[config.mk]
export PLATFORM = sky130hd
export DESIGN_NAME = dram_refresh_seq
export DESIGN_NICKNAME = d
export VERILOG_FILES = /design/src/rtl/dref_pkg.sv /design/src/rtl/dref_interval_timer.sv /design/src/rtl/dref_pending_ctr.sv /design/src/rtl/dref_strobe_fsm.sv /design/src/rtl/dram_refresh_seq.sv
export SDC_FILE = /design/constraint.sdc
export NUM_CORES = 1
export LEC_CHECK = 0
export BUFFER_PORTS_ARGS = -buffer_cell sky130_fd_sc_hd__clkbuf_2
export CAP_MARGIN = 20
export CORE_MARGIN = 5
export CORE_UTILIZATION = 30
export DETAILED_ROUTE_END_ITERATION = 16
export SLEW_MARGIN = 25
export SYNTH_ARGS = -nofsm -noshare
export SYNTH_HDL_FRONTEND = slang
export SYNTH_SLANG_ARGS = --single-unit
[constraint.sdc]
create_clock -name clk -period 3 [get_ports clk]
set_input_delay 0.3 -clock clk [delete_from_list [all_inputs] [get_ports clk]]
set_output_delay 0.3 -clock clk [all_outputs]
set_load 0.05 [all_outputs]
[src/rtl/dref_pkg.sv]
package dref_pkg;

  typedef enum logic [2:0] {
    ST_IDLE,   // strobes high, waiting for work and grant
    ST_PRE,    // precharge before the refresh cycle
    ST_CSR,    // CAS low, RAS still high
    ST_RAS,    // both low, normal refresh
    ST_POST,   // precharge before giving the strobes back
    ST_SRE,    // both low, counting self-refresh entry time
    ST_SELF,   // parked in self refresh
    ST_SRX     // RAS high, exit recovery
  } seq_state_t;

  function automatic int unsigned max_of(input int unsigned a, input int unsigned b);
    return (a > b) ? a : b;
  endfunction

endpackage

[src/rtl/dref_interval_timer.sv]
module dref_interval_timer #(
  parameter int unsigned INTERVAL = 1560
) (
  input  logic clk,
  input  logic rst_n,
  input  logic hold_i,
  output logic tick_o
);
  localparam int unsigned TW = (INTERVAL > 1) ? $clog2(INTERVAL) : 1;
  localparam logic [TW-1:0] LAST = TW'(INTERVAL - 1);

  logic [TW-1:0] cnt_q;

  always_ff @(posedge clk or negedge rst_n) begin
    if (!rst_n) begin
      cnt_q <= '0;
    end else if (hold_i || cnt_q == LAST) begin
      cnt_q <= '0;
    end else begin
      cnt_q <= cnt_q + TW'(1);
    end
  end

  assign tick_o = !hold_i && (cnt_q == LAST);
endmodule

[src/rtl/dref_pending_ctr.sv]
module dref_pending_ctr #(
  parameter int unsigned PEND_MAX = 8
) (
  input  logic clk,
  input  logic rst_n,
  input  logic tick_i,
  input  logic done_i,
  input  logic clear_i,
  output logic pending_o,
  output logic urgent_o
);
  localparam int unsigned CW = $clog2(PEND_MAX + 1);
  localparam logic [CW-1:0] LIM = CW'(PEND_MAX);

  logic [CW-1:0] cnt_q;
  logic [CW-1:0] after_dec;

  // completion is applied first, so a tick in the same cycle still finds room
  always_comb begin
    after_dec = cnt_q;
    if (done_i && cnt_q != '0) after_dec = cnt_q - CW'(1);
  end

  always_ff @(posedge clk or negedge rst_n) begin
    if (!rst_n) begin
      cnt_q <= '0;
    end else if (clear_i) begin
      cnt_q <= '0;
    end else if (tick_i && after_dec < LIM) begin
      cnt_q <= after_dec + CW'(1);
    end else begin
      cnt_q <= after_dec;
    end
  end

  assign pending_o = (cnt_q != '0);
  assign urgent_o  = (cnt_q >= LIM);
endmodule

[src/rtl/dref_strobe_fsm.sv]
module dref_strobe_fsm
  import dref_pkg::*;
#(
  parameter int unsigned T_RP   = 4,
  parameter int unsigned T_CSR  = 1,
  parameter int unsigned T_RAS  = 5,
  parameter int unsigned T_RASS = 10000,
  parameter int unsigned T_RPS  = 11
) (
  input  logic clk,
  input  logic rst_n,
  input  logic need_ref_i,
  input  logic sleep_req_i,
  input  logic gnt_i,
  output logic req_o,
  output logic ras_act_o,
  output logic cas_act_o,
  output logic sleep_ack_o,
  output logic ref_done_o,
  output logic asleep_o
);
  localparam int unsigned MAXT =
    max_of(max_of(max_of(T_RP, T_CSR), max_of(T_RAS, T_RASS)), T_RPS);
  localparam int unsigned DW = (MAXT > 1) ? $clog2(MAXT) : 1;

  seq_state_t state_q, state_d;
  logic [DW-1:0] dly_q, dly_d;
  logic sleep_mode_q, sleep_mode_d;
  logic dly_zero;

  assign dly_zero = (dly_q == '0);

  always_comb begin
    state_d      = state_q;
    dly_d        = dly_zero ? '0 : dly_q - DW'(1);
    sleep_mode_d = sleep_mode_q;
    ref_done_o   = 1'b0;
    unique case (state_q)
      ST_IDLE: begin
        if (gnt_i && (sleep_req_i || need_ref_i)) begin
          state_d      = ST_PRE;
          dly_d        = DW'(T_RP - 1);
          sleep_mode_d = sleep_req_i;
        end
      end
      ST_PRE: if (dly_zero) begin
        state_d = ST_CSR;
        dly_d   = DW'(T_CSR - 1);
      end
      ST_CSR: if (dly_zero) begin
        if (sleep_mode_q) begin
          state_d = ST_SRE;
          dly_d   = DW'(T_RASS - 1);
        end else begin
          state_d = ST_RAS;
          dly_d   = DW'(T_RAS - 1);
        end
      end
      ST_RAS: if (dly_zero) begin
        state_d = ST_POST;
        dly_d   = DW'(T_RP - 1);
      end
      ST_POST: if (dly_zero) begin
        state_d    = ST_IDLE;
        ref_done_o = 1'b1;
      end
      ST_SRE: if (dly_zero) state_d = ST_SELF;
      ST_SELF: if (!sleep_req_i) begin
        state_d = ST_SRX;
        dly_d   = DW'(T_RPS - 1);
      end
      ST_SRX: if (dly_zero) begin
        state_d      = ST_IDLE;
        sleep_mode_d = 1'b0;
      end
      default: state_d = ST_IDLE;
    endcase
  end

  always_ff @(posedge clk or negedge rst_n) begin
    if (!rst_n) begin
      state_q      <= ST_IDLE;
      dly_q        <= '0;
      sleep_mode_q <= 1'b0;
    end else begin
      state_q      <= state_d;
      dly_q        <= dly_d;
      sleep_mode_q <= sleep_mode_d;
    end
  end

  assign req_o       = (state_q != ST_IDLE) || sleep_req_i || need_ref_i;
  assign ras_act_o   = (state_q == ST_RAS) || (state_q == ST_SRE) || (state_q == ST_SELF);
  assign cas_act_o   = ras_act_o || (state_q == ST_CSR);
  assign sleep_ack_o = (state_q == ST_SELF) || (state_q == ST_SRX);
  assign asleep_o    = sleep_ack_o || (state_q == ST_SRE);
endmodule

[src/rtl/dram_refresh_seq.sv]
module dram_refresh_seq #(
  parameter int unsigned NUM_BANKS = 2,
  parameter int unsigned CAS_LANES = 4,
  parameter int unsigned INTERVAL  = 1560,
  parameter int unsigned PEND_MAX  = 8,
  parameter int unsigned T_RP      = 4,
  parameter int unsigned T_CSR     = 1,
  parameter int unsigned T_RAS     = 5,
  parameter int unsigned T_RASS    = 10000,
  parameter int unsigned T_RPS     = 11
) (
  input  logic                 clk,
  input  logic                 rst_n,
  input  logic                 arb_gnt,
  input  logic                 sleep_req,
  output logic                 arb_req,
  output logic                 ref_urgent,
  output logic                 sleep_ack,
  output logic [NUM_BANKS-1:0] dram_ras_n,
  output logic [CAS_LANES-1:0] dram_cas_n
);
  logic tick, ref_done, asleep, pending, ras_act, cas_act;

  dref_interval_timer #(.INTERVAL(INTERVAL)) u_timer (
    .clk    (clk),
    .rst_n  (rst_n),
    .hold_i (asleep),
    .tick_o (tick)
  );

  dref_pending_ctr #(.PEND_MAX(PEND_MAX)) u_pend (
    .clk       (clk),
    .rst_n     (rst_n),
    .tick_i    (tick),
    .done_i    (ref_done),
    .clear_i   (asleep),
    .pending_o (pending),
    .urgent_o  (ref_urgent)
  );

  dref_strobe_fsm #(
    .T_RP(T_RP), .T_CSR(T_CSR), .T_RAS(T_RAS), .T_RASS(T_RASS), .T_RPS(T_RPS)
  ) u_fsm (
    .clk         (clk),
    .rst_n       (rst_n),
    .need_ref_i  (pending),
    .sleep_req_i (sleep_req),
    .gnt_i       (arb_gnt),
    .req_o       (arb_req),
    .ras_act_o   (ras_act),
    .cas_act_o   (cas_act),
    .sleep_ack_o (sleep_ack),
    .ref_done_o  (ref_done),
    .asleep_o    (asleep)
  );

  // every bank and lane sees the same strobe during refresh
  for (genvar b = 0; b < NUM_BANKS; b++) begin : g_ras
    assign dram_ras_n[b] = !ras_act;
  end
  for (genvar l = 0; l < CAS_LANES; l++) begin : g_cas
    assign dram_cas_n[l] = !cas_act;
  end
endmodule

==> results.ini <==
[synth]
syn_nets = 231
netlist.area_leader.share = 0.4207
synth_most_common_cell = nor2_1
yosys-top-cells-count = nor2_1, dfrtp_1, nand2_1
netlist_instances = 223
synth_ff_type = dfrtp_1
synth-seq-cells = 33
synth_cell_type_count = 45
yosysSeqAreaShare = 0.4207
yosysTopAreaCell = dfrtp_1
postSynth.asyncResetShare = 1.000
syn_avg_cell_area_um2 = 8.803
ys_top_cells_by_area = dfrtp_1, nor2_1, xor2_1
synth_edf_count = 0
syn-cell-area_mm2 = 0.001963
yosys_warnings = 0

[routing]
firstDrtPassIters = 4
drt_iter0_drc = 84
post_drt_wl_per_cell_um = 13.18
final_antenna_net_count = 0
routed_wl_mm = 4.138
drc = 0
num_vias = 1593
routed_via_density = 5.073

[worst_setup_path]
endpoint_kind = flop
crit_path_max_fanout = 7
required_ns = 3.17
cp_slowest_cell = or3b_2
critPathMostFrequentCell = ha_1
critPathKind = reg2reg
worstSetupStartpointType = flop
critPathMaxStageDelay_ns = 0.54
crit_chain = inv_1 > ha_1 > or3b_2 > nor3_4 > nand4_1 > xnor2_1 > ha_1 > mux2i_1 > nor2_1
arrival_ns = 2.83

[clock_network]
root_buffer = clkbuf_8
clk_path_buf_depth = 2
clkLatencyLatePin_ns = 0.29
cts.clk_slew.worst_paths_ns = 0.08
holdBufCountCts = 0
cts-buffers-inserted = 5
post_cts_buffers = 0
clock-sinks = 33
cts_max_level = 2
cts_resized = 0
cts_tree = built

[global_routing]
grt_pass1_vias = 1630
grt_pass1_wl_mm = 7.438
antenna_found_initial = 0
grt_max_degree = 34
overflow = 0
track_usage = 0.1089

[timing]
fin_ws_ns = 0.3377
holdWs_ns = 0.1077
setup_viol = 0
fin_crit_ns = 2.662
fin_worst_skew_ns = 0.01063
rsz0062_at_grt = false
drv_slew = 0
clock.fmax_mhz = 375.6
timing.final.crit_share = 0.8874
worst_pin_slew_ns = 0.8605
hold_viol_final = 0
worst_slew_margin_rel = 0.4263
tns_ns = 0

[floorplan]
coreArea_mm2 = 0.006350
io_pins = 13
rows = 29
dieArea_mm2 = 0.008262
initial_core_util = 0.3092
die_h_um = 90.90
die_w_um = 90.90

[placement]
io_buffer_count = 12
dp_slack_ns = 0.3577
hpwl_mm = 2.953
place.gp.congestion = 0.8074

[cells_and_area]
drive_above_1_share = 0.1603
finalNetCount = 244
area_growth_pct = 12.87
diodes = 0

[power_and_ir_drop]
ir_drop_uv = 396.7
p_leak_nw = 0.9764
power_mw = 2.047
power.density_mw_per_mm2 = 923.9

[min_path]
min_path_type = in2async

[flow_run]
max_cap_viol_count = 0

[outcome]
outcome = finished, final reports clean

## flip-flops by register name, indices dropped and copies added (netlist names)
| signal | flops |
|---|---|
| u_fsm.state_q | 3 |
| u_timer.cnt_q | 11 |
| u_fsm.dly_q | 14 |
| u_fsm.sleep_mode_q | 1 |
| u_pend.cnt_q | 4 |
## cells by family (layout without fill, tap and decap cells)
logic type,after synthesis,after routing,share of synthesized area
AO/OA/AOI/OAI,41,41,0.1332
XOR/XNOR,19,19,0.08477
adder cells (fa/ha/maj),4,4,0.02549
buffers and inverters,20,34,0.04589
flip-flops,33,33,0.4206
multiplexers,4,4,0.02103
AND/OR/NAND/NOR,102,102,0.2690
## routing by layer
metal | up-vias | track usage | routed length [um]
li1 | 812 | - | -
met1 | 742 | 0.1452 | 2020
met2 | 31 | 0.1701 | 1885
met3 | 8 | 0.02250 | 130
met4 | 0 | 0.04645 | 102
met5 | - | 0 | 0
## power by group
part | switching, mW | internal, mW
logic | 0.553 | 0.320
clock network | 0.175 | 0.249
registers | 0.158 | 0.593
total | 0.886 | 1.16
## worst max-delay path, delay by kind of cell (launching register included)
| kind | cells | cell delay (ns) |
|---|---|---|
| simple gates | 4 | 1.14 |
| fa+ha+maj | 2 | 0.47 |
| flops | 1 | 0.40 |
| xor+xnor | 1 | 0.31 |
| mux | 1 | 0.14 |
| buf+inv | 1 | 0.10 |
## path summary, 6_finish.rpt
path	slack [ns]	endpoint	startpoint	depth (start not counted)
max	0.34	u_pend.cnt_q[1]	u_fsm.dly_q[0]	9
min	0.11	u_timer.cnt_q[5]	rst_n	1
max reg2reg	0.34	u_pend.cnt_q[1]	u_fsm.dly_q[0]	9
min reg2reg	0.49	u_timer.cnt_q[0]	u_timer.cnt_q[0]	1
max in group asynchronous	2.35	u_fsm.dly_q[2]	rst_n	1
min in group clk	0.36	u_fsm.sleep_mode_q	sleep_req	2
## layout by cell type, fill, tap and decap left out, drive strengths merged, types with 3 or more instances in the layout
cell    count
buf         5
o21ai      11
ha          4
or3         5
clkbuf     17
nand2      20
xor2       10
inv         9
nand4       4
a21oi      11
nor2       34
mux2i       3
xnor2       9
or2         3
dfrtp      33
nor4        5
nor3        6
nand3      11
## area by class of cell
type,count,area [um^2]
Tap cell,77,96.34
Multi-Input combinational cell,170,1047
Clock inverter,3,46.29
Inverter,9,33.78
Fill cell,649,4134
Clock buffer,5,68.82
Sequential cell,33,825.8
Timing Repair Buffer,17,97.59
## metrics by stage
stage            util  cells  instance area, um^2
2_1_floorplan       -    223                 1963
3_3_place_gp   0.3308    306                 2101
3_5_place_dp   0.3308    306                 2101
4_1_cts        0.3490    314                 2216
5_1_grt        0.3490    314                 2216
6_report       0.3490    314                 2216
Power figures use the tool's default switching activity.
